--- src/rtl/pwr_mode_pkg.sv ---
package pwr_mode_pkg;
   typedef enum logic [2:0] {
      PM_RUN    = 3'd0,
      PM_SLEEP  = 3'd1,
      PM_SUBSLP = 3'd2,
      PM_SWSTBY = 3'd3,
      PM_HWSTBY = 3'd4
   } pm_mode_e;
endpackage

--- src/rtl/pwr_wake_qual.sv ---
module pwr_wake_qual #(
   parameter int N_EXT = 6,
   parameter int N_PER = 8
) (
   input  logic             nmi,
   input  logic [N_EXT-1:0] ext_irq,
   input  logic [N_EXT-1:0] ext_irq_en,
   input  logic [N_PER-1:0] per_irq,
   input  logic [N_PER-1:0] per_irq_en,
   input  logic             cpu_mask,
   output logic             wake
);
   logic [N_EXT-1:0] ext_hit;
   logic [N_PER-1:0] per_hit;

   for (genvar i = 0; i < N_EXT; i++) begin : g_ext
      assign ext_hit[i] = ext_irq[i] & ext_irq_en[i];
   end
   for (genvar j = 0; j < N_PER; j++) begin : g_per
      assign per_hit[j] = per_irq[j] & per_irq_en[j];
   end

   assign wake = nmi | (|ext_hit) | (~cpu_mask & (|per_hit));
endmodule

--- src/rtl/pwr_mode_fsm.sv ---
module pwr_mode_fsm
   import pwr_mode_pkg::*;
(
   input  logic     clk,
   input  logic     rst_n,
   input  logic     stby_n,
   input  logic     sleep_req,
   input  logic     ctl_ssel,
   input  logic     ctl_lspd,
   input  logic     ctl_wdps,
   input  logic     wake,
   output pm_mode_e st,
   output logic     exc_start
);
   pm_mode_e nxt;
   logic     take;
   logic     pend;

   always_comb begin
      nxt  = st;
      take = 1'b0;
      if (!stby_n) begin
         nxt = PM_HWSTBY;
      end else if (!rst_n) begin
         nxt = PM_RUN;
      end else begin
         unique case (st)
            PM_RUN: begin
               if (sleep_req) begin
                  if (ctl_ssel)                 nxt = PM_SWSTBY;
                  else if (ctl_lspd && ctl_wdps) nxt = PM_SUBSLP;
                  else                          nxt = PM_SLEEP;
               end
            end
            PM_SLEEP, PM_SUBSLP, PM_SWSTBY: begin
               if (wake) begin
                  nxt  = PM_RUN;
                  take = 1'b1;
               end
            end
            PM_HWSTBY: nxt = PM_HWSTBY;
            default:   nxt = PM_RUN;
         endcase
      end
   end

   always_ff @(posedge clk) begin
      st <= nxt;
      if (!stby_n || !rst_n) begin
         pend      <= 1'b0;
         exc_start <= 1'b0;
      end else begin
         pend      <= take;
         exc_start <= pend;
      end
   end


   subslp_entry_chk: assert property (@(posedge clk) disable iff (!rst_n || !stby_n)
      (st == PM_RUN && sleep_req && !ctl_ssel && ctl_lspd && ctl_wdps) |=> st == PM_SUBSLP);


   no_wake_hold_chk: assert property (@(posedge clk) disable iff (!rst_n || !stby_n)
      ((st == PM_SLEEP || st == PM_SUBSLP || st == PM_SWSTBY) && !wake) |=> st == $past(st));


   hwstby_stay_chk: assert property (@(posedge clk) disable iff (!stby_n)
      (st == PM_HWSTBY && rst_n) |=> st == PM_HWSTBY);
endmodule

--- src/rtl/pwr_clk_gate_dec.sv ---
module pwr_clk_gate_dec
   import pwr_mode_pkg::*;
#(
   parameter int N_PER = 8,
   parameter int N_WDT = 2
) (
   input  pm_mode_e         st,
   output logic             cpu_clk_en,
   output logic [N_PER-1:0] per_clk_en,
   output logic [N_WDT-1:0] wdt_clk_en
);
   logic per_on;
   logic wdt_on;

   assign cpu_clk_en = (st == PM_RUN);
   assign per_on     = (st == PM_RUN) || (st == PM_SLEEP);
   assign wdt_on     = per_on || (st == PM_SUBSLP);

   for (genvar j = 0; j < N_PER; j++) begin : g_per
      assign per_clk_en[j] = per_on;
   end
   for (genvar k = 0; k < N_WDT; k++) begin : g_wdt
      assign wdt_clk_en[k] = wdt_on;
   end
endmodule

--- src/rtl/pwr_mode_seq.sv ---
module pwr_mode_seq
   import pwr_mode_pkg::*;
#(
   parameter int N_EXT = 6,
   parameter int N_PER = 8,
   parameter int N_WDT = 2
) (
   input  logic             clk,
   input  logic             rst_n,
   input  logic             stby_n,
   input  logic             sleep_req,
   input  logic             ctl_ssel,
   input  logic             ctl_lspd,
   input  logic             ctl_wdps,
   input  logic             nmi,
   input  logic [N_EXT-1:0] ext_irq,
   input  logic [N_EXT-1:0] ext_irq_en,
   input  logic [N_PER-1:0] per_irq,
   input  logic [N_PER-1:0] per_irq_en,
   input  logic             cpu_mask,
   output logic             cpu_clk_en,
   output logic [N_PER-1:0] per_clk_en,
   output logic [N_WDT-1:0] wdt_clk_en,
   output logic             exc_start,
   output logic [2:0]       mode
);
   localparam logic [N_PER-1:0] PER_OFF = '0;
   localparam logic [N_WDT-1:0] WDT_ALL = '1;

   if (N_EXT < 1 || N_EXT > 32) begin : g_bad_ext
      $fatal(1, "N_EXT out of range");
   end
   if (N_PER < 1 || N_PER > 64) begin : g_bad_per
      $fatal(1, "N_PER out of range");
   end
   if (N_WDT < 1 || N_WDT > 4) begin : g_bad_wdt
      $fatal(1, "N_WDT out of range");
   end

   logic     wake;
   pm_mode_e st;

   pwr_wake_qual #(.N_EXT(N_EXT), .N_PER(N_PER)) u_wake (
      .nmi(nmi), .ext_irq(ext_irq), .ext_irq_en(ext_irq_en),
      .per_irq(per_irq), .per_irq_en(per_irq_en), .cpu_mask(cpu_mask),
      .wake(wake)
   );

   pwr_mode_fsm u_fsm (
      .clk(clk), .rst_n(rst_n), .stby_n(stby_n), .sleep_req(sleep_req),
      .ctl_ssel(ctl_ssel), .ctl_lspd(ctl_lspd), .ctl_wdps(ctl_wdps),
      .wake(wake), .st(st), .exc_start(exc_start)
   );

   pwr_clk_gate_dec #(.N_PER(N_PER), .N_WDT(N_WDT)) u_gate (
      .st(st), .cpu_clk_en(cpu_clk_en), .per_clk_en(per_clk_en),
      .wdt_clk_en(wdt_clk_en)
   );

   assign mode = st;


   subslp_gate_chk: assert property (@(posedge clk) disable iff (!rst_n)
      (mode == 3'd2) |-> (!cpu_clk_en && per_clk_en == PER_OFF && wdt_clk_en == WDT_ALL));


   exc_single_chk: assert property (@(posedge clk) disable iff (!rst_n)
      exc_start |=> !exc_start);


   exc_after_run_chk: assert property (@(posedge clk) disable iff (!rst_n)
      exc_start |-> (cpu_clk_en && $past(cpu_clk_en)));


   hwstby_force_chk: assert property (@(posedge clk) disable iff (!rst_n)
      !stby_n |=> (mode == 3'd4 && !exc_start));
endmodule

--- config.mk ---
export PLATFORM = sky130hd
export DESIGN_NAME = pwr_mode_seq
export DESIGN_NICKNAME = d
export VERILOG_FILES = /design/src/rtl/pwr_mode_pkg.sv /design/src/rtl/pwr_wake_qual.sv /design/src/rtl/pwr_mode_fsm.sv /design/src/rtl/pwr_clk_gate_dec.sv /design/src/rtl/pwr_mode_seq.sv
export SDC_FILE = /design/constraint.sdc
export NUM_CORES = 1
export LEC_CHECK = 0
export ABC_AREA = 1
export BUFFER_PORTS_ARGS = -buffer_cell sky130_fd_sc_hd__buf_2
export CAP_MARGIN = 0
export CELL_PAD_IN_SITES_DETAIL_PLACEMENT = 1
export CELL_PAD_IN_SITES_GLOBAL_PLACEMENT = 1
export CORE_AREA = 2 2 51 53
export CTS_CLUSTER_SIZE = 10
export DETAILED_ROUTE_END_ITERATION = 6
export DIE_AREA = 0 0 53 55
export HOLD_SLACK_MARGIN = 0.05
export PLACE_DENSITY_LB_ADDON = 0.1
export SYNTH_ARGS = -nofsm -noshare
export SYNTH_HDL_FRONTEND = slang
export SYNTH_SLANG_ARGS = --single-unit
--- constraint.sdc ---
create_clock -name clk -period 2.47 [get_ports clk]
set_clock_uncertainty 0.2 [all_clocks]
set_input_delay 0.1235 -clock clk [delete_from_list [all_inputs] [get_ports clk]]
set_output_delay 0.1235 -clock clk [all_outputs]
set_load 0.01 [all_outputs]
Word level (Yosys, flattened, before mapping)
Index checks and enable logic that the tools add are counted.
{ "totals": {"regBits": 5, "latch_bits": 0, "ramBits": 0, "mem_bits_ro": 0, "inputBits": 37, "out_inout_bits": 15, "elab_cells": 54, "memories": 0} }
{ "classes": {"addsub": 0, "mul": 0, "div_mod_pow": 0, "n_lt_le_gt_ge": 0, "eq_ne": 8, "shifts": 0, "muxes": 7, "bitwise": 21, "n_reduce_logical": 14} }
{ "op_table": {"columns": ["operator", "n"], "rows": [
  ["1-bit AND", 15],
  ["3-bit 2-to-1 mux", 4],
  ["3-bit case mux with 3 select lines", 1],
  ["8-bit OR reduction", 1],
  ["3-bit by 2-bit == test with 1-bit output, second input constant", 2],
  ["2-bit AND reduction", 3],
  ["6-bit OR reduction", 1],
  ["1-bit NOT", 4],
  ["4-bit OR reduction", 1],
  ["3-bit by 1-bit == test with 1-bit output, second input constant", 1],
  ["3-bit == test, second input constant", 1],
  ["3-bit logical NOT", 1],
  ["1-bit logical OR", 3],
  ["3-bit by 2-bit != test with 1-bit output, second input constant", 1],
  ["3-bit != test, second input constant", 1],
  ["3-bit OR reduction", 1],
  ["1-bit logical NOT", 2],
  ["2-bit 2-to-1 mux", 1],
  ["2-bit by 1-bit != test with 1-bit output, second input constant", 1],
  ["2-bit != test, second input constant", 1],
  ["1-bit bitwise OR", 2],
  ["1-bit logical AND", 1],
  ["1-bit 2-to-1 mux", 1]
]} }

Logic depth before layout (Yosys ltp)
{ "depth": {"ltp_word": 7, "mapped_depth": 10, "ltp_nobuf": 10} }

Cells and area by module
Synthesis repeated with hierarchy kept, for this count alone.
{ "hier_totals": {"cells_unflattened": 79, "area_unflattened_um2": 437.9} }
{ "by_module_without_submodules": {"columns": ["module", "n_inst", "cells_each", "area_per_inst_um2", "seq_area_each_um2"], "rows": [
  ["pwr_mode_fsm", 1, 36, 229.0, 100.1],
  ["pwr_wake_qual", 1, 27, 105.1, 0.0],
  ["pwr_clk_gate_dec", 1, 16, 103.8, 0.0]
]} }

Worst setup path before layout
Ideal clock, no wire load.
{ "synth_path": {"path_kind": "register to register", "from": "reg u_fsm.st[0]", "to": "reg u_fsm.st[0]", "setup_ns": 0.113, "arrival_ns": 1.001, "required_ns": 2.157, "slack_ns": 1.156, "path_stages_with_launch": 8, "n_path_buf": 0, "synth_period_minus_slack_ns": 1.314, "cell_sequence": "dfxtp_1 nor2_4 nand2_2 or2_1 nand2_2 nand2_1 nand2_1 nor2_1"} }
{ "synth_between": {"elab_chain_cells": 4, "elab_cells_between_ends": 10, "cone_classes": "eq/ne (6); mux (1); reduce/logical (3)"} }
{ "synth_rtl": {"columns": ["element", "line_no", "source"], "rows": [
  ["start, declared", "pwr_mode_fsm.sv:12", "output pm_mode_e st,"],
  ["start signal, assigned", "pwr_mode_fsm.sv:48", "st <= nxt;"],
  ["3-bit by 1-bit == test with 1-bit output or 3-bit by 2-bit == test with 1-bit output (tied branches)", "pwr_mode_fsm.sv:27", "unique case (st)"],
  ["3-bit OR reduction", "pwr_mode_fsm.sv:27", null],
  ["2-bit by 1-bit != test with 1-bit output (no source line)", null, null],
  ["2-bit AND reduction (no source line)", null, null]
]} }
Several ways; a longest one is shown, not always the timed one.
A chain may end at the register's enable or synchronous reset.

Worst setup path in the final report
{ "layout_path": {"from": "in rst_n", "to": "reg u_fsm.st[2]"} }
{ "layout_between": {"elab_chain_cells": 2, "elab_cells_between_ends": 4, "cone_classes": "eq/ne (2); mux (1); reduce/logical (1)"} }
{ "layout_rtl": {"columns": ["element", "line_no", "source"], "rows": [
  ["start, declared", "pwr_mode_seq.sv:9", "input logic rst_n,"],
  ["3-bit by 2-bit != test with 1-bit output (no source line) or 3-bit != test (tied branches)", null, null],
  ["2-bit AND reduction (no source line)", null, null]
]} }
Several ways; a longest one is shown, not always the timed one.

==> run metrics <==
Mapped Cells 75; Hold Path Class input port to register; Total Neg Setup Slack 0 ns; DR vias 598; Final setup viols 0; Num CTS Buffers 3; Gate power share 0.376; CP arrival 1.48 ns; Syn Area/Cell 5.722 um^2; CTS tree built; r2r endpoint u_fsm.st[2]; Die Span Y roughly 55 um; Peak VDD IR between 0.2 and 0.25 mV; switching portion of total power 0.3059; sequential share of power 0.309; Clk network pwr share 0.315; Required @ worst endpoint around 2.4 ns; Leakage Power between 0.4 and 0.5 nW; GRT Total Usage 0.1061; # rows 18; clk buf depth 2; Crit-path slowest cell dlygate4sd3_1; vias in the first global route just over 600; GPL Wtd Cong just under 0.7; remaining antenna violation count 0; initial core utilization 0.1815; share of cells above drive strength 1 0.4597; most common cell after layout, fill and taps aside buf_2; Die ar. 2915 um^2; Max-Slew Margin vs Limit 0.8215; post-route cell area 713.2 um^2; cell-internal power around 0.2 mW; drt wl/cell just under 9 um; Power Density 403.9 nW/um^2; fin crit period approximately 1.6 ns; Congestion Overflow GR 0; post-DP HPWL 1199 um; post-synth cell types 12; initial antenna violation count 0; Core Region ~2400 um^2; fmax between 600 and 700 MHz; Syn Std Cell Area ~430 um^2; CTS clk-pin slew, worst paths 0.04 ns; Tcrit/Tclk final 0.6323; critical path type input port to register; global-route wire length before repair between 2000 and 2500 um; RSZ-0062 raised after global routing false; Area after DPL roughly 650 um^2; sequential element share of the synthesized area 0.2332; area delta synth->final 66.18%; FF-to-FF path depth 4; # H-tree levels 1; final WL 1349 um; status finished, final reports clean; pin count of the biggest net entering global routing 9; Psw ~0.088 mW; Clock Latency Late Sink 0.24 ns; most frequent CP cell dlygate4sd3_1; Net Count, Synth 112; setup repair bufs after CTS 0; Synth area leader nand2_1; top cell type's share of synthesized area 0.2449; Synth area leaders nand2_1 (24%), dfxtp_1 (23%), buf_4 (17%); Vias/cell 3.883; Final Total Pwr between 0.2 and 0.3 mW; Critical Path Source rst_n; Diodes inserted 0; Place WS about 1.1 ns; CP max FO 2; commonest cells after routing, fill and taps aside buf_2 (51), nand2_1 (28), nor2_1 (10); final setup margin slightly above 0.9 ns; IO Count 52; drt drc 0; Worst-Margin Slew 0.2678 ns; number of DRC markers in iteration 0 1; DIE WIDTH approximately 53 um; endpoints failing hold 0; Startpoint Class input port; root buf cell clkbuf_4; CP peak stage delay between 0.5 and 0.6 ns; nets ~160; Buffers on Ports 51; clk sinks 5; drt first pass iters 4; cells along the critical path dlygate4sd3_1, buf_2, nand3_1, nand2_1, dlygate4sd3_1; CP Capture Type register; Synth warnings 0; Max Cap Violations 0; RR Startpoint u_fsm.st[0]; Pins Over Slew Limit 0; #FFs+latches synth 5; Worst Setup EP u_fsm.st[2]; worst reg2reg setup slack slightly below 1 ns
-- state kept, by name (all words and copies together) (netlist names) --
signal,flops
u_fsm.exc_start,1
u_fsm.st,3
u_fsm.pend,1
-- timing repair --
item	in CTS	in global routing
hold endpoints to repair	3	0
hold buffers	4	0
setup endpoints to repair	0	0
gates resized for setup	0	0
-- layer usage --
metal | GRT usage | vias up | wire length, um
met5 | 0 | - | 0
met4 | 0.05128 | 0 | 0
met3 | 0.002688 | 0 | 82
met2 | 0.2188 | 20 | 748
met1 | 0.1099 | 264 | 518
li1 | - | 314 | -
-- per-stage QoR --
| step | instances | hold WS (ns) | util |
|---|---|---|---|
| 2_1_floorplan | 75 | -0.007499 | - |
| 3_3_place_gp | 146 | 0.1054 | 0.2735 |
| 3_5_place_dp | 146 | 0.1095 | 0.2735 |
| 4_1_cts | 154 | 0.05260 | 0.3016 |
| 5_1_grt | 154 | 0.07702 | 0.3016 |
| 6_report | 154 | 0.05324 | 0.3016 |
-- synth_stat cells (all sizes together) --
master and instances:
nand2 30, nor2 11, buf 10, inv 9, dfxtp 5, nand3 4
a21oi 3, a31oi 1, nand4 1, or2 1
-- how the worst min path moves through the flow --
stage | from | endpoint | slack, ns | cells after the start
finish | ctl_wdps | u_fsm.st[0] | 0.05 | 4
global route | ctl_ssel | u_fsm.st[1] | 0.08 | 5
CTS | ctl_wdps | u_fsm.st[0] | 0.05 | 4
detailed placement | stby_n | u_fsm.st[2] | 0.11 | 2
global placement | stby_n | u_fsm.st[2] | 0.11 | 2
floorplan | stby_n | u_fsm.st[2] | -0.007 | 1
-- logic make-up after synthesis --
| family | share of synthesized area |
|---|---|
| compound gates | 0.04956 |
| buf+inv | 0.2536 |
| simple gates | 0.4636 |
| flops | 0.2332 |
-- area by class of cell --
| type | instances | area, um^2 |
|---|---|---|
| multi-input cells | 51 | 220.2 |
| flip-flops and latches | 5 | 100.1 |
| well taps | 30 | 37.54 |
| fillers | 347 | 1652 |
| clock buffers | 4 | 26.28 |
| inverters | 9 | 33.78 |
| repair buffers | 55 | 295.3 |
-- power groups by stage --
stage	clock, mW	combinational, mW	sequential (mW)
global route	0.101	0.126	0.0898
finish	0.0907	0.108	0.0889
CTS	0.0954	0.111	0.0890
detailed placement	0	0.105	0.0904
global placement	0	0.104	0.0903
floorplan	0	0.0716	0.0915
-- critical path, delay by kind of cell --
kind | cells | cell delay, ns
AND/OR/NAND/NOR | 2 | 0.15
buffers and inverters | 3 | 1.21
Power figures use the tool's default switching activity.
